==> src/rtl/winwdog_pkg.sv <==
`timescale 1ns/1ps
package winwdog_pkg;
  localparam int CNT_W = 7;
  localparam int REG_W = 11;
  localparam logic [CNT_W-1:0] CNT_INIT  = 7'h7F;
  localparam logic [CNT_W-1:0] CNT_TRIP  = 7'h40;
  localparam logic [CNT_W-1:0] CNT_WARN0 = 7'h41;

  localparam logic [1:0] ADDR_CTRL = 2'd0;
  localparam logic [1:0] ADDR_SETUP = 2'd1;
  localparam logic [1:0] ADDR_FLAGS = 2'd2;

  typedef struct packed {
    logic             frz_en;
    logic             warn_en;
    logic [1:0]       div;
    logic [CNT_W-1:0] win;
  } setup_t;

  localparam setup_t SETUP_INIT = '{frz_en: 1'b0, warn_en: 1'b0, div: 2'd0, win: 7'h7F};

  // bus clocks per counter step
  function automatic int unsigned tick_period(int unsigned base, logic [1:0] sel);
    return base << sel;
  endfunction

  // refresh is legal once the counter has fallen into the window
  function automatic logic in_window(logic [CNT_W-1:0] c, logic [CNT_W-1:0] w);
    return c <= w;
  endfunction

  // the next step would clear bit 6
  function automatic logic at_trip(logic [CNT_W-1:0] c);
    return c == CNT_TRIP;
  endfunction
endpackage

==> src/rtl/winwdog_prescale.sv <==
`timescale 1ns/1ps
module winwdog_prescale
  import winwdog_pkg::*;
#(
  parameter int unsigned PRE_BASE = 4096
) (
  input  logic       clk,
  input  logic       rst_n,
  input  logic       run,
  input  logic       restart,
  input  logic [1:0] div_sel,
  output logic       tick
);
  localparam int unsigned MAXP = PRE_BASE * 8;
  localparam int PW = $clog2(MAXP);

  logic [PW-1:0] pcnt;
  logic [PW-1:0] last;

  assign last = PW'(tick_period(PRE_BASE, div_sel) - 1);
  assign tick = run && (pcnt >= last);

  always_ff @(posedge clk) begin
    if (!rst_n || restart) pcnt <= '0;
    else if (run)          pcnt <= tick ? '0 : pcnt + 1'b1;
  end

  p_idle_hold_r10: assert property (@(posedge clk) disable iff (!rst_n)
    (!run && !restart) |=> $stable(pcnt));
endmodule

==> src/rtl/winwdog_counter.sv <==
`timescale 1ns/1ps
module winwdog_counter
  import winwdog_pkg::*;
(
  input  logic             clk,
  input  logic             rst_n,
  input  logic             tick,
  input  logic             wr_ctrl,
  input  logic             wr_arm,
  input  logic [CNT_W-1:0] wr_cnt,
  input  logic [CNT_W-1:0] win,
  output logic             armed,
  output logic [CNT_W-1:0] cnt,
  output logic             warn_step,
  output logic             load,
  output logic             fault
);
  logic early, bad_load, step, expire, next_arm;

  always_comb begin
    early     = wr_ctrl && armed && !in_window(cnt, win);
    load      = wr_ctrl && !early;
    next_arm  = armed | wr_arm;
    bad_load  = load && next_arm && !wr_cnt[CNT_W-1];
    step      = armed && tick && !wr_ctrl;
    expire    = step && at_trip(cnt);
    warn_step = step && (cnt == CNT_WARN0);
    fault     = early || bad_load || expire;
  end

  always_ff @(posedge clk) begin
    if (!rst_n || fault) begin
      armed <= 1'b0;
      cnt   <= CNT_INIT;
    end else if (load) begin
      armed <= next_arm;
      cnt   <= wr_cnt;
    end else if (step) begin
      cnt   <= CNT_W'(cnt - 7'd1);
    end
  end

  // armed counter is never seen with bit 6 clear
  p_bit6_held_r4: assert property (@(posedge clk) disable iff (!rst_n)
    armed |-> cnt[CNT_W-1]);
  p_early_fault_r5: assert property (@(posedge clk) disable iff (!rst_n)
    (wr_ctrl && armed && (cnt > win)) |=> (!armed && cnt == CNT_INIT));
  p_arm_sticky_r3: assert property (@(posedge clk) disable iff (!rst_n)
    (armed && !fault) |=> armed);
  p_quiet_hold_r2: assert property (@(posedge clk) disable iff (!rst_n)
    (!tick && !wr_ctrl) |=> $stable(cnt));
endmodule

==> src/rtl/winwdog_regs.sv <==
`timescale 1ns/1ps
module winwdog_regs
  import winwdog_pkg::*;
(
  input  logic             clk,
  input  logic             rst_n,
  input  logic             clear,
  input  logic             wr_setup,
  input  logic             wr_flags,
  input  logic [REG_W-1:0] wr_data,
  input  logic             warn_step,
  output setup_t           setup,
  output logic             warn_flag
);
  always_ff @(posedge clk) begin
    if (!rst_n || clear)  setup <= SETUP_INIT;
    else if (wr_setup)    setup <= setup_t'(wr_data);
  end

  always_ff @(posedge clk) begin
    if (!rst_n || clear)                warn_flag <= 1'b0;
    else if (warn_step && setup.warn_en) warn_flag <= 1'b1;
    else if (wr_flags && !wr_data[0])   warn_flag <= 1'b0;
  end

  p_flag_clear_r9: assert property (@(posedge clk) disable iff (!rst_n)
    (wr_flags && !wr_data[0] && !warn_step && !clear) |=> !warn_flag);
  p_flag_keep_r9: assert property (@(posedge clk) disable iff (!rst_n)
    (warn_flag && wr_flags && wr_data[0] && !clear) |=> warn_flag);
endmodule

==> src/rtl/winwdog.sv <==
`timescale 1ns/1ps
module winwdog
  import winwdog_pkg::*;
#(
  parameter int unsigned PRE_BASE = 4096
) (
  input  logic             clk,
  input  logic             rst_n,
  input  logic             wr_en,
  input  logic [1:0]       wr_addr,
  input  logic [REG_W-1:0] wr_data,
  input  logic [1:0]       rd_addr,
  output logic [REG_W-1:0] rd_data,
  input  logic             dbg_halt,
  output logic             wdg_rst,
  output logic             irq
);
  logic             wr_ctrl, wr_setup, wr_flags;
  logic             armed, tick, warn_step, load, fault, frozen, run;
  logic [CNT_W-1:0] cnt;
  setup_t           setup;
  logic             warn_flag;

  assign wr_ctrl  = wr_en && (wr_addr == ADDR_CTRL);
  assign wr_setup = wr_en && (wr_addr == ADDR_SETUP);
  assign wr_flags = wr_en && (wr_addr == ADDR_FLAGS);

  assign frozen = setup.frz_en && dbg_halt;
  assign run    = armed && !frozen;

  winwdog_prescale #(.PRE_BASE(PRE_BASE)) u_pre (
    .clk(clk), .rst_n(rst_n), .run(run), .restart(load || fault),
    .div_sel(setup.div), .tick(tick)
  );

  winwdog_counter u_cnt (
    .clk(clk), .rst_n(rst_n), .tick(tick), .wr_ctrl(wr_ctrl),
    .wr_arm(wr_data[CNT_W]), .wr_cnt(wr_data[CNT_W-1:0]), .win(setup.win),
    .armed(armed), .cnt(cnt), .warn_step(warn_step), .load(load), .fault(fault)
  );

  winwdog_regs u_regs (
    .clk(clk), .rst_n(rst_n), .clear(fault), .wr_setup(wr_setup),
    .wr_flags(wr_flags), .wr_data(wr_data), .warn_step(warn_step),
    .setup(setup), .warn_flag(warn_flag)
  );

  always_ff @(posedge clk) begin
    if (!rst_n) wdg_rst <= 1'b0;
    else        wdg_rst <= fault;
  end

  assign irq = warn_flag && setup.warn_en;

  always_comb begin
    case (rd_addr)
      ADDR_CTRL:  rd_data = REG_W'({armed, cnt});
      ADDR_SETUP: rd_data = setup;
      ADDR_FLAGS: rd_data = REG_W'(warn_flag);
      default:    rd_data = '0;
    endcase
  end

  p_rst_state_r4: assert property (@(posedge clk) disable iff (!rst_n)
    wdg_rst |-> (!armed && cnt == CNT_INIT && setup == SETUP_INIT));
  p_warn_at_trip_r8: assert property (@(posedge clk) disable iff (!rst_n)
    $rose(warn_flag) |-> (armed && cnt == CNT_TRIP));
  p_irq_follows_r8: assert property (@(posedge clk) disable iff (!rst_n)
    irq |-> warn_flag);
  p_freeze_r10: assert property (@(posedge clk) disable iff (!rst_n)
    (frozen && !wr_ctrl) |=> $stable(cnt));
endmodule

==> config.mk <==
export PLATFORM = sky130hd
export DESIGN_NAME = winwdog
export DESIGN_NICKNAME = d
export VERILOG_FILES = /design/src/rtl/winwdog_pkg.sv /design/src/rtl/winwdog_prescale.sv /design/src/rtl/winwdog_counter.sv /design/src/rtl/winwdog_regs.sv /design/src/rtl/winwdog.sv
export SDC_FILE = /design/constraint.sdc
export NUM_CORES = 1
export LEC_CHECK = 0
export BUFFER_PORTS_ARGS = -buffer_cell sky130_fd_sc_hd__buf_4
export CAP_MARGIN = 20
export CORE_ASPECT_RATIO = 0.5
export CORE_MARGIN = 5
export CORE_UTILIZATION = 51
export DETAILED_ROUTE_END_ITERATION = 8
export PLACE_DENSITY = 0.8
export SETUP_SLACK_MARGIN = 0.2
export SLEW_MARGIN = 25
export SYNTH_ARGS = -nofsm -noshare
export SYNTH_HDL_FRONTEND = slang
export SYNTH_SLANG_ARGS = --single-unit
==> constraint.sdc <==
create_clock -name clk -period 2.1 [get_ports clk]
set_input_delay 0.42 -clock clk [delete_from_list [all_inputs] [get_ports clk]]
set_output_delay 0.42 -clock clk [all_outputs]
set_load 0.1 [all_outputs]
# After elaboration in Yosys (flattened, before gate mapping)
# Index checks and enable logic that the tools add are counted.
[word_totals]
in_bits = 19
ff_bits = 36
output_inout_bits = 13
wordCells = 62
[op_classes]
n_eq_ne = 6
n_reduce_logical = 34
add_sub_neg = 3
n_mux = 6
bitwise = 1
n_lt_le_gt_ge = 2
shifts = 1
[op_table]
columns = ["operator", "count"]
rows = [
  ["$pmux 11 s3", 1],
  ["$logic_and 1x1->1", 18],
  ["$add 15x1->15 const B", 1],
  ["$ge 15x15->1", 1],
  ["$mux 15", 1],
  ["$shl 13x2->15 const A", 1],
  ["$sub 15x1->15 const B", 1],
  ["$eq 7x7->1 const B", 2],
  ["$mux 7", 2],
  ["$le 7x7->1", 1],
  ["$logic_not 1->1", 7],
  ["$sub 7x1->7 const B", 1],
  ["$logic_or 1x1->1", 5],
  ["$eq 2x1->1 const B", 2],
  ["$eq 2x2->1 const B", 2],
  ["$logic_not 2->1", 2],
  ["$reduce_bool 2->1", 2],
  ["$mux 1", 2],
  ["$or 1x1->1", 1],
]

# Depth between registers and ports, before layout
# Gate-level depths: netlist (run 1).
[logic_depth]
word_depth = 12
mapped_depth = 9
depth_no_buf = 8

# Cells and area by module
# Synthesis (run 1) repeated with hierarchy kept, for this count alone.
[hier_totals]
hier_cells = 254
area_unflattened_um2 = 2304.7
[by_module_without_submodules]
columns = ["mod", "seq_area_each_um2", "area_per_inst_um2", "cells_each", "n_inst"]
rows = [
  ["winwdog_prescale", 300.3, 902.1, 100, 1],
  ["winwdog_counter", 160.2, 730.7, 82, 1],
  ["winwdog_regs", 240.2, 432.9, 41, 1],
  ["winwdog", 20.0, 239.0, 31, 1],
]

# Least setup slack after synthesis (run 1)
# Ideal clock, no wire load.
[synth_timing]
kind = "input -> output"
start = "input port rd_addr[0]"
end = "output port rd_data[0]"
t_required_ns = 1.680
path_buffers = 1
t_arrival_ns = 2.401
stages = 3
path_slack_ns = -0.721
cell_sequence = "clkbuf_1 mux2i_1 o22ai_1"
[synth_via]
elab_chain_cells = 2
word_cells_on_any_way = 4
cone_classes = "eq/ne: 2; mux: 1; reduce/logical: 1"
[synth_rtl]
columns = ["item", "line_no", "source"]
rows = [
  ["start, declared", "winwdog.sv:12", "input logic [1:0] rd_addr,"],
  ["$eq 2x2->1 (tied with other cells)", "winwdog.sv:56", "case (rd_addr)"],
  ["$pmux 11 s3 (*)", "winwdog.sv:56", ""],
  ["end, declared", "winwdog.sv:13", "output logic [REG_W-1:0] rd_data,"],
]
# Every way passes the cells marked *; elsewhere a longest branch is shown, timed or not.

# Final worst setup path (run 1)
[layout_timing]
start = "register u_regs.setup[7] (netlist name)"
end = "register u_regs.setup[4] (netlist name)"
[layout_via]
elab_chain_cells = 9
[layout_rtl]
columns = ["item", "line_no", "source"]
rows = [
  ["$shl 13x2->15", "winwdog_pkg.sv:24", "return base << sel;"],
  ["$sub 15x1->15", "winwdog_prescale.sv:20", "assign last = PW'(tick_period(PRE_BASE, div_sel) - 1);"],
  ["$ge 15x15->1", "winwdog_prescale.sv:21", "assign tick = run && (pcnt >= last);"],
  ["$logic_and 1x1->1", "winwdog_prescale.sv:21", ""],
  ["$logic_and 1x1->1 (2 in a row)", "winwdog_counter.sv:25", "step = armed && tick && !wr_ctrl;"],
  ["$logic_and 1x1->1", "winwdog_counter.sv:26", "expire = step && at_trip(cnt);"],
  ["$logic_or 1x1->1", "winwdog_counter.sv:28", "fault = early || bad_load || expire;"],
  ["$logic_or 1x1->1", "winwdog_regs.sv:16", "if (!rst_n || clear) setup <= SETUP_INIT;"],
]
# Every way passes these cells.
# A chain may end at the register's enable or synchronous reset.

==> results of run 1 <==
==> area by class of cell <==
type | count | area (µm²) | area share
timing repair buffer | 60 | 503.0 | 0.1672
multi-input combinational | 203 | 1579 | 0.5250
inverter | 10 | 37.54 | 0.01248
sequential | 36 | 728.2 | 0.2421
clock buffer | 5 | 68.82 | 0.02288
tap | 54 | 67.56 | 0.02246
clock inverter | 3 | 23.77 | 0.007904
==> worst max-delay path, cell delays in order, from the launching register on <==
cell and delay, ps:
dfxtp_4 400, nand2_4 60, ha_4 210, buf_4 130
a21oi_2 120, a21o_1 220, o41ai_4 100, buf_6 150
a31oi_4 170, o21a_4 230, clkbuf_16 170, o211ai_2 70
==> cells by family (layout without fill, tap and decap cells) <==
group	count (synthesis)	count (layout)	synth area share
AO/OA/AOI/OAI	55	55	0.2005
flip-flops	36	36	0.3318
AND/OR/NAND/NOR	114	114	0.2598
multiplexers	9	9	0.04205
adder cells (fa/ha/maj)	13	13	0.07489
buffers and inverters	20	78	0.04262
XOR/XNOR	12	12	0.04839
==> what timing repair did <==
action                     in CTS  in global routing
buffers inserted                8                  2
setup endpoints to repair      36                 36
pin swaps                      11                 10
resized for setup              18                 27
cloned                          0                  1
==> flip-flops by register name, indices dropped and copies added, names as in the netlist <==
name and cells:
u_cnt.armed 1, u_cnt.cnt 7, wdg_rst 1, u_regs.setup 11, u_regs.warn_flag 1, u_pre.pcnt 15
==> cell usage after synthesis (all sizes together) (6+ instances only) <==
cell type and count:
a21boi 6, a21oi 11, clkbuf 7, dfxtp 36, ha 13, inv 10, mux2i 8, nand2 31
nand3 12, nand4 8, nor2 35, o211ai 9, o21ai 8, xor2 11
==> power groups by stage <==
stage,clock [W],combinational [W],sequential (W)
CTS,0.000531,0.000339,0.000710
global placement,0,0.000313,0.000726
floorplan,0,0.000219,0.000729
detailed placement,0,0.000319,0.000727
finish,0.000529,0.000367,0.000711
global route,0.000562,0.000392,0.000713
==> worst min-delay path by stage <==
stage                      from               end  slack (ps)
2_1_floorplan  u_regs.warn_flag  u_regs.warn_flag         450
5_1_grt                   rst_n      u_cnt.cnt[6]         290
3_3_place_gp    u_regs.setup[7]   u_regs.setup[7]         470
6_report                  rst_n      u_cnt.cnt[6]         300
3_5_place_dp    u_regs.setup[7]   u_regs.setup[7]         480
4_1_cts                   rst_n      u_cnt.cnt[6]         310
==> stage by stage <==
stage / TNS, ps / total power [W]
after global placement: 0 / 0.001039
after floorplan: 0 / 0.0009481
after CTS: -62.17 / 0.001579
final: -203.5 / 0.001607
after detailed placement: -982.6 / 0.001046
after global routing: -1392 / 0.001667
==> per-layer routing <==
metal / track usage / vias up / share of wire
li1: - / 1039 / -
met1: 0.2706 / 1020 / 0.41
met2: 0.3740 / 78 / 0.51
met3: 0.05257 / 12 / 0.065
met4: 0.08224 / 0 / 0.015
met5: 0 / - / 0
==> summary.txt, run 1 <==
Outcome
  – Outcome: finished, violations left
  – Violations in the final reports: negative setup slack

Logic synthesis
  – Distinct cell type count of the synthesized netlist: 55
  – Flip-flop cell with the highest count after synthesis: dfxtp_1
  – Mean post-synth cell area: 8.386 µm²
  – Cell type with the largest total area after synthesis: dfxtp_1
  – EDFF count, synth: 0
  – Post-Syn Nets: 291
  – Proportion of synthesized flip-flops having asynchronous set or reset: 0
  – Number of storage elements in the synthesis netlist: 36
  – Synthesized netlist cell count: 259
  – Top area cells in the synthesized netlist: dfxtp_1 33%, ha_1 7.5%, nor2_1 5.9%
  – Sequential-to-total area share from yosys stat: 0.3318
  – Share of the synthesized area in the top cell type: 0.3318
  – Area of the mapped netlist: 2172 µm²
  – Total number of yosys warnings: 0

Worst setup path
  – Worst r2r dst: u_regs.setup[4]
  – Startpoint of the most critical register-to-register path: u_regs.setup[7]
  – Critical path arrival: 2330 ps
  – Depth of the worst register-to-register path: 11
  – WS Path Type: reg -> reg
  – Critical Path Start Type: flip-flop
  – Setup crit end: u_regs.setup[4]
  – Register-to-Register Setup Slack: -40 ps
  – Max Fanout on Critical Path: 7
  – Critical Path Start: u_regs.setup[7]
  – Required time reported for the critical path endpoint: 2290 ps
  – Element type at the critical path end: flip-flop

Route
  – Pre-antenna DRT Iters: 4
  – Number of DRC markers in iteration 0: 99
  – Via count normalized by instance count: 5.792
  – Drc violations: 0
  – Sum of routed wire length over all layers: 6221 µm
  – Number of nets with antenna violations after detailed routing: 0
  – Wire per inst: 16.77 µm
  – Number of vias in the routed layout: 2149

Timing
  – RSZ-0062 raised after global routing: yes
  – Final number of setup-violating endpoints: 11
  – Final Max Tran Viols: 0
  – Clock period minus final worst setup slack: 2136 ps
  – Crit path setup slack, layout: -36.36 ps
  – Fmax: 468.1 MHz
  – Actual transition at the worst max-transition pin: 542.1 ps
  – Final period utilization: 1.017
  – Endpoints failing hold: 0
  – Worst setup skew after layout: 9.499 ps
  – Worst relative slew slack: 0.6353
  – Final hold slack: 297.7 ps

Power and ir drop
  – Reported net switching power: 0.0005365 W
  – Power density relative to cell area: 534.3 nW/µm²
  – Sequential share of power: 0.443
  – Internal power summed over all cells: 0.001071 W
  – Comb pwr share: 0.228
  – Clock network power share: 0.329
  – Maximum vdd drop: 0.0003283 V
  – Net switching fraction of the power: 0.3338
  – Leakage Power: 1.256 nW

Run
  – Max Cap Viol: 0

Global routing
  – Global-route wire length before repair: 10190 µm
  – Number of global-route vias before repair: 2185
  – Initial antenna violation count: 0
  – Global-route congestion overflow total: 0
  – Overall global routing resource usage: 0.2210
  – Maximum number of pins on one net before global-route repair: 15

Min path
  – WHS Path Cells: 2
  – Path class of the lowest-slack min-delay path: in -> reg

CTS
  – Clock-pin slew of the registers on the worst-case setup and hold paths: 90 ps
  – Number of CTS-inserted buffers: 5
  – Clock tree from TritonCTS: done
  – Hold-fix buffer count after cts: 0
  – Worst-skew pair later-pin latency: 310 ps
  – Total number of clock tree sinks: 36
  – Clk root buf: clkbuf_8
  – CTS HTree Levels: 2
  – Clock tree buffer depth: 2

Die
  – Horizontal die dimension: 102.3 µm
  – Die Span Y: 56.15 µm
  – Placeable core region: 4004 µm²
  – Num ports: 32
  – Total die area: 5743 µm²
  – Starting density of the core: 0.5425
  – Number of standard-cell rows in the floorplan: 16

Cells and area
  – Layout cells sized above 1: 0.4006
  – Synthesis-to-layout area growth: 38.48%
  – Number of standard cells in the final layout excluding fillers: 371
  – Commonest cells after routing, fill and taps aside: 53 x buf_4, 34 x dfxtp_1, 28 x nand2_1
  – Number of nets in the layout: 348
  – Antenna Diode Count: 0
  – Most common library cell in the layout ignoring fill and taps: buf_4
  – Count of filler cells inserted in the layout: 286
  – Finished Cell Area: 3008 µm²
  – Share of the core filled with cells in the final layout: 0.7513

Placed design
  – Number of buffer cells added on primary ports: 31
  – HPWL after detailed placement: 4028 µm
  – Setup slack at placement: -122.8 ps
  – RePlAce Congestion: 0.9037
  – Post-Place Cell Area: 2635 µm²
  – Placed cell count: 352
Power figures use the tool's default switching activity.
==> run 2, diff against run 1 <==
==> constraint.sdc (replaced) <==
create_clock -name clk -period 1.9 [get_ports clk]
set_input_delay 0.38 -clock clk [delete_from_list [all_inputs] [get_ports clk]]
set_output_delay 0.38 -clock clk [all_outputs]
set_load 0.1 [all_outputs]
==> run 2 against run 1 <==
  * The run still ends with negative setup slack left
  * Final cell count is 2.2% higher
  * First-iteration DRC count is 34% higher
  * Non-clock buffer count is 4 higher
  * Design area is 2.4% higher
  * Count of clock-buffer cells in the layout is 2 higher
  * Hold slack better by 3.7 ps
  * Clock power is 13% higher
  * Global-route usage is 0.62 points lower
  * Power is 13% higher
  * Via count is 4.3% higher
  * Sequential cell count stayed put
  * Sequential power is 11% higher
  * Critical path type unchanged
  * Highest routed layer unchanged
==> summary.txt, run 2 (synthesized netlist as in run 1, its figures left out) <==
Route
  – Number of nets with antenna violations after detailed routing: 0 (unchanged)
  – Number of DRC markers in iteration 0: 133 (+34%)
  – Via count normalized by instance count: 5.916 (+2.1%)
  – Sum of routed wire length over all layers: 6638 µm (+6.7%)
  – Drc violations: 0 (unchanged)
  – Wire per inst: 17.51 µm (+4.5%)
  – Pre-antenna DRT Iters: 4 (unchanged)
  – Number of vias in the routed layout: 2242 (+4.3%)

Timing
  – Worst setup skew after layout: 6.032 ps (-3.467 ps)
  – Crit path setup slack, layout: -259.3 ps (-222.9 ps)
  – Clock period minus final worst setup slack: 2159 ps (+22.90 ps)
  – Final number of setup-violating endpoints: 36 (+25)
  – RSZ-0062 raised after global routing: yes
  – Final Max Tran Viols: 0 (unchanged)
  – Fmax: 463.1 MHz (-1.1%)
  – Endpoints failing hold: 0 (unchanged)
  – Final period utilization: 1.136 (+0.1191)
  – Actual transition at the worst max-transition pin: 466.7 ps (-75.36 ps)
  – Worst relative slew slack: 0.6860 (+0.05070)

CTS
  – Clk root buf: clkbuf_8
  – Clock tree from TritonCTS: done
  – Number of CTS-inserted buffers: 5 (unchanged)
  – Total number of clock tree sinks: 36 (unchanged)
  – Clock tree buffer depth: 2 (unchanged)
  – Worst-skew pair later-pin latency: 300 ps (about the same)
  – CTS HTree Levels: 2 (unchanged)
  – Clock-pin slew of the registers on the worst-case setup and hold paths: 80 ps (about the same)

Placed design
  – HPWL after detailed placement: 4189 µm (+4.0%)
  – Setup slack at placement: -128.4 ps (-5.610 ps)
  – Number of buffer cells added on primary ports: 31 (unchanged)
  – Placed cell count: 366 (+4.0%)
  – RePlAce Congestion: 0.9089 (+0.58%)

Cells and area
  – Synthesis-to-layout area growth: 41.76%
  – Commonest cells after routing, fill and taps aside: 56 x buf_4, 33 x dfxtp_1, 27 x nand2_1
  – Largest regs: u_pre.pcnt x15, u_regs.setup x11, u_cnt.cnt x7
  – Antenna Diode Count: 0 (unchanged)
  – Share of the core filled with cells in the final layout: 0.7691 (+0.01781)
  – Largest register FFs: 15 (unchanged)
  – Layout cells sized above 1: 0.4062 (+0.005523)
  – Number of standard cells in the final layout excluding fillers: 379 (+2.2%)
  – Register with the most flip-flops: u_pre.pcnt
  – Number of nets in the layout: 356 (+2.3%)
  – Most common library cell in the layout ignoring fill and taps: buf_4

Worst setup path
  – Register-to-Register Setup Slack: -260 ps (-220 ps)
  – Critical path arrival: 2350 ps (+20 ps)
  – Depth of the worst register-to-register path: 9 (-2)
  – Worst r2r dst: u_cnt.cnt[0]
  – Critical Path Start Type: flip-flop
  – Max Fanout on Critical Path: 4 (-3)
  – Startpoint of the most critical register-to-register path: u_regs.setup[8]
  – WS Path Type: reg -> reg
  – Required time reported for the critical path endpoint: 2090 ps (-200 ps)
  – Element type at the critical path end: flip-flop

Die
  – Number of standard-cell rows in the floorplan: 16 (unchanged)
  – Num ports: 32 (unchanged)
  – Starting density of the core: 0.5425 (unchanged)
  – Die Span Y: 56.15 µm (unchanged)
  – Placeable core region: 4004 µm² (unchanged)
  – Total die area: 5743 µm² (unchanged)
  – Horizontal die dimension: 102.3 µm (unchanged)

Min path
  – WHS Path Cells: 3 (+1)
  – Endpoint, Worst Hold: u_regs.setup[4]
  – Path class of the lowest-slack min-delay path: in -> reg
  – Start point of the worst hold path: wr_data[4]

Global routing
  – Number of global-route vias before repair: 2100 (-3.9%)
  – Initial antenna violation count: 0 (unchanged)
  – Global-route congestion overflow total: 0 (unchanged)
  – Overall global routing resource usage: 0.2148 (-0.006200)
  – Maximum number of pins on one net before global-route repair: 19 (+4)
  – Global-route wire length before repair: 9804 µm (-3.8%)

Run
  – Max Cap Viol: 0 (unchanged)

Power and ir drop
  – Maximum vdd drop: 0.0004371 V (+33%)
  – Leakage Power: 1.280 nW (+1.9%)
  – Power density relative to cell area: 588.9 nW/µm² (+10%)

Outcome
  – Violations in the final reports: negative setup slack
  – Outcome: finished, violations left
[run 2: worst max-delay path, stage by stage (launching register included)]
cell	delay, ps
dfxtp_4	380
nand2_2	70
ha_4	280
and3_4	190
nand3_4	90
o41a_1	490
nor2_2	220
buf_4	150
o2bb2ai_2	110
o21ai_1	80
[run 2: cell type report]
class / instances / area, µm²
clock buffer: 7 / 86.33
clock inverter: 1 / 7.507
fill: 268 / 924.6
inverter: 10 / 37.54
multi-input combinational: 207 / 1634
sequential: 36 / 726.9
tap: 54 / 67.56
timing repair buffer: 64 / 519.2
[run 2: worst max path at each step]
| stage | startpoint | to | cells past startpoint |
|---|---|---|---|
| floorplan | u_regs.setup[8] | u_cnt.cnt[4] | 9 |
| global placement | u_regs.setup[8] | u_cnt.cnt[4] | 9 |
| detailed placement | u_regs.setup[8] | u_cnt.cnt[4] | 9 |
| CTS | u_regs.setup[8] | u_cnt.cnt[3] | 7 |
| global route | u_regs.setup[8] | u_cnt.cnt[0] | 9 |
| finish | u_regs.setup[8] | u_cnt.cnt[0] | 9 |
[run 2: per-layer routing]
metal / routed length, µm / up-vias / global-route usage
met1: 2813 / 1080 / 0.2663
met5: 0 / - / 0
met2: 3265 / 89 / 0.3518
met3: 425 / 13 / 0.04631
met4: 134 / 0 / 0.1028
li1: - / 1060 / -
[run 2: timing repair]
item / CTS / global route
endpoints found under the setup margin: 37 / 45
buffers inserted: 1 / 0
pin swaps: 5 / 4
hold buffers: 0 / 0
gates resized for setup: 13 / 29
cloned: 1 / 3
[run 2: report_power, final]
part | switching [W] | internal [W] | total, W
sequential | 0.0000146 | 0.000771 | 0.000786
combinational | 0.000269 | 0.000161 | 0.000430
clock | 0.000302 | 0.000295 | 0.000597
[run 2: stage by stage]
step           power [W]  instance area, µm²  hold WS, ps  setup TNS [ps]
2_1_floorplan   0.001052                2281        449.6               0
3_3_place_gp    0.001160                2758        479.9           -1401
3_5_place_dp    0.001167                2758        489.4           -2528
4_1_cts         0.001760                2922        305.5           -2144
5_1_grt         0.001873                3079        312.2           -4943
6_report        0.001813                3079        301.4           -2837
==> run 3, diff against run 2 <==
--- a/config.mk
+++ b/config.mk
@@ -11,7 +11,7 @@
 export CORE_MARGIN = 5
 export CORE_UTILIZATION = 51
 export DETAILED_ROUTE_END_ITERATION = 8
-export PLACE_DENSITY = 0.8
+export PLACE_DENSITY = 0.81
 export SETUP_SLACK_MARGIN = 0.2
 export SLEW_MARGIN = 25
 export SYNTH_ARGS = -nofsm -noshare
==> run 3 against run 2 <==
  * The flow still finishes with violations (negative setup slack)
  * First-iteration DRC count increased by 31%
  * Design area increased by 2.1%
  * Power increased by 4.5%
  * Critical path depth increased by 1
  * Routed wire length increased by 8.6%
  * Non-clock buffer count increased by 5
  * Largest cell class unchanged
  * Die area unchanged
  * Clock skew increased by 2.5 ps
  * Utilization increased by 1.6 points
  * Combinational power about the same
==> summary.txt, run 3 (synthesized netlist as in run 1, its figures left out) <==
Timing
  – Final period utilization: 1.154 (+0.01737)
  – Setup_tns: -7383 ps (-4546 ps)
  – RSZ-0062 raised after global routing: yes
  – Clock period minus final worst setup slack: 2192 ps (+33.00 ps)
  – Actual transition at the worst max-transition pin: 531.9 ps (+65.18 ps)
  – Final Max Tran Viols: 0 (unchanged)
  – Endpoints failing hold: 0 (unchanged)
  – Worst setup skew after layout: 8.543 ps (+2.511 ps)
  – Worst relative slew slack: 0.6421 (-0.04386)
  – Fmax: 456.2 MHz (-1.5%)
  – Final number of setup-violating endpoints: 36 (unchanged)
  – Crit path setup slack, layout: -292.3 ps (-33.00 ps)

Cells and area
  – Number of nets in the layout: 361 (+1.4%)
  – Number of standard cells in the final layout excluding fillers: 384 (+1.3%)
  – Largest regs: u_pre.pcnt x15, u_regs.setup x11, u_cnt.cnt x7
  – Finished Cell Area: 3144 µm² (+2.1%)
  – Antenna Diode Count: 0 (unchanged)
  – Count of filler cells inserted in the layout: 241 (-10%)
  – Layout cells sized above 1: 0.4242 (+0.01809)
  – Most common library cell in the layout ignoring fill and taps: buf_4
  – Largest register FFs: 15 (unchanged)
  – Register with the most flip-flops: u_pre.pcnt
  – Commonest cells after routing, fill and taps aside: 60 x buf_4, 34 x dfxtp_1, 28 x nand2_1
  – Synthesis-to-layout area growth: 44.76%

Worst setup path
  – Critical path arrival: 2420 ps (+70 ps)
  – Startpoint of the most critical register-to-register path: u_regs.setup[8]
  – Delay of the slowest cell on the worst path: 460 ps (-30 ps)
  – Worst-path cell with the longest stage delay: o41ai_4
  – Crit-path leading delay family: compound AO/OA/AOI/OAI gates
  – WS Path Type: reg -> reg
  – Register-to-Register Setup Slack: -290 ps (-30 ps)
  – Worst r2r dst: u_cnt.cnt[5]
  – Depth of the worst register-to-register path: 10 (+1)
  – Element type at the critical path end: flip-flop
  – Required time reported for the critical path endpoint: 2120 ps (+30 ps)
  – Critical Path Start Type: flip-flop
  – Worst path cell trace: nand2_2, ha_4, and3_4, nand3_4, o41ai_4, buf_6, buf_6, a21o_1, a21oi_2, o21ai_1
  – CP dominant cell by count: buf_6
  – Max Fanout on Critical Path: 6 (+2)
  – Worst path bufs/invs: 2 (+1)
  – CP Depth: 10 (+1)

Global routing
  – Initial antenna violation count: 0 (unchanged)
  – Global-route congestion overflow total: 0 (unchanged)
  – Maximum number of pins on one net before global-route repair: 14 (-5)
  – Number of global-route vias before repair: 2335 (+11%)
  – Global-route wire length before repair: 10990 µm (+12%)
  – Overall global routing resource usage: 0.2392 (+0.02439)

Outcome
  – Violations in the final reports: negative setup slack
  – Outcome: finished, violations left

CTS
  – CTS HTree Levels: 2 (unchanged)
  – Clock tree from TritonCTS: done
  – Clk root buf: clkbuf_8
  – Total number of clock tree sinks: 36 (unchanged)
  – Worst-skew pair later-pin latency: 300 ps (about the same)
  – Clock-pin slew of the registers on the worst-case setup and hold paths: 80 ps (about the same)
  – Hold-fix buffer count after cts: 0 (unchanged)
  – Number of CTS-inserted buffers: 5 (unchanged)
  – Clock tree buffer depth: 2 (unchanged)

Die
  – Total die area: 5743 µm² (unchanged)
  – Placeable core region: 4004 µm² (unchanged)
  – Num ports: 32 (unchanged)
  – Die Span Y: 56.15 µm (unchanged)
  – Number of standard-cell rows in the floorplan: 16 (unchanged)
  – Starting density of the core: 0.5425 (unchanged)
  – Horizontal die dimension: 102.3 µm (unchanged)

Power and ir drop
  – Maximum vdd drop: 0.0004597 V (+5.2%)
  – Power density relative to cell area: 602.7 nW/µm² (+2.4%)
  – Leakage Power: 1.316 nW (+2.8%)
  – Post-layout power: 0.001895 W (+4.5%)

Placed design
  – Number of buffer cells added on primary ports: 31 (unchanged)
  – Post-Place Cell Area: 2750 µm² (-0.27%)
  – RePlAce Congestion: 0.9421 (+3.7%)
  – Placed cell count: 365 (-0.27%)
  – HPWL after detailed placement: 4252 µm (+1.5%)

Route
  – Wire per inst: 18.77 µm (+7.2%)
  – Number of DRC markers in iteration 0: 174 (+31%)
  – Drc violations: 0 (unchanged)
  – Via count normalized by instance count: 6.089 (+2.9%)
  – Sum of routed wire length over all layers: 7207 µm (+8.6%)
  – Number of nets with antenna violations after detailed routing: 0 (unchanged)
  – Pre-antenna DRT Iters: 4 (unchanged)
  – Number of vias in the routed layout: 2338 (+4.3%)

Min path
  – Path class of the lowest-slack min-delay path: in -> reg
  – Endpoint, Worst Hold: u_regs.setup[4]
  – Start point of the worst hold path: wr_data[4]
  – WHS Path Cells: 3 (unchanged)

Run
  – Max Cap Viol: 0 (unchanged)
==> run 3: cell count changes in the layout (fill, tap and decap cells not counted), sizes merged <==
cell      before  now
clkbuf         7    6
clkinvlp       1    0
buf           64   69
bufinv         0    1
clkinv         0    1
==> run 3: tightest hold or removal path: stages <==
cell,delay (ps)
buf_4,80
nand2_1,50
o211ai_2,60
==> run 3: layout make-up <==
type | instances | area [µm²] | area share
well taps | 54 | 67.56 | 0.02149
repair buffers | 69 | 560.5 | 0.1783
clock inverters | 2 | 35.03 | 0.01114
flip-flops and latches | 36 | 725.7 | 0.2308
multi-input cells | 207 | 1645 | 0.5233
inverters | 10 | 37.54 | 0.01194
clock buffers | 6 | 72.57 | 0.02308
==> run 3: what timing repair did <==
action                     CTS  global route
buffers inserted             3             4
cloned                       3             1
resized for setup           22            30
setup endpoints to repair   40            39
pin swaps                    3            14
==> run 3: worst max-delay path by stage <==
stage	from	endpoint	slack, ps
6_report	u_regs.setup[8]	u_cnt.cnt[5]	-290
2_1_floorplan	u_regs.setup[8]	u_cnt.cnt[4]	20
5_1_grt	u_regs.setup[8]	u_cnt.cnt[3]	-440
3_3_place_gp	u_regs.setup[8]	u_cnt.cnt[0]	-90
4_1_cts	u_regs.setup[8]	u_cnt.cnt[4]	-160
3_5_place_dp	u_regs.setup[8]	u_regs.setup[7]	-170
==> run 3: metal layers <==
metal  wire, µm  track usage  share of wire
met1       2814       0.3016           0.39
met3        527      0.04506          0.073
met4        247       0.1009          0.034
met2       3617       0.3970           0.50
met5          0            0              0
==> run 3: power breakdown <==
part	leakage [nW]	total (W)	switching, W	internal [W]
clock	0.0552	0.000680	0.000290	0.000390
combinational	0.967	0.000429	0.000272	0.000157
sequential	0.293	0.000786	0.0000149	0.000771
total	1.32	0.00190	0.000577	0.00132
==> run 3: through the flow <==
stage | hold slack, ps | setup slack [ps] | util
6_report | 312.9 | -292.3 | 0.7853
5_1_grt | 327.5 | -443.2 | 0.7853
4_1_cts | 309.7 | -159.9 | 0.7478
3_5_place_dp | 478.4 | -174.1 | 0.6869
3_3_place_gp | 472.0 | -87.53 | 0.6869
2_1_floorplan | 449.6 | 19.51 | -
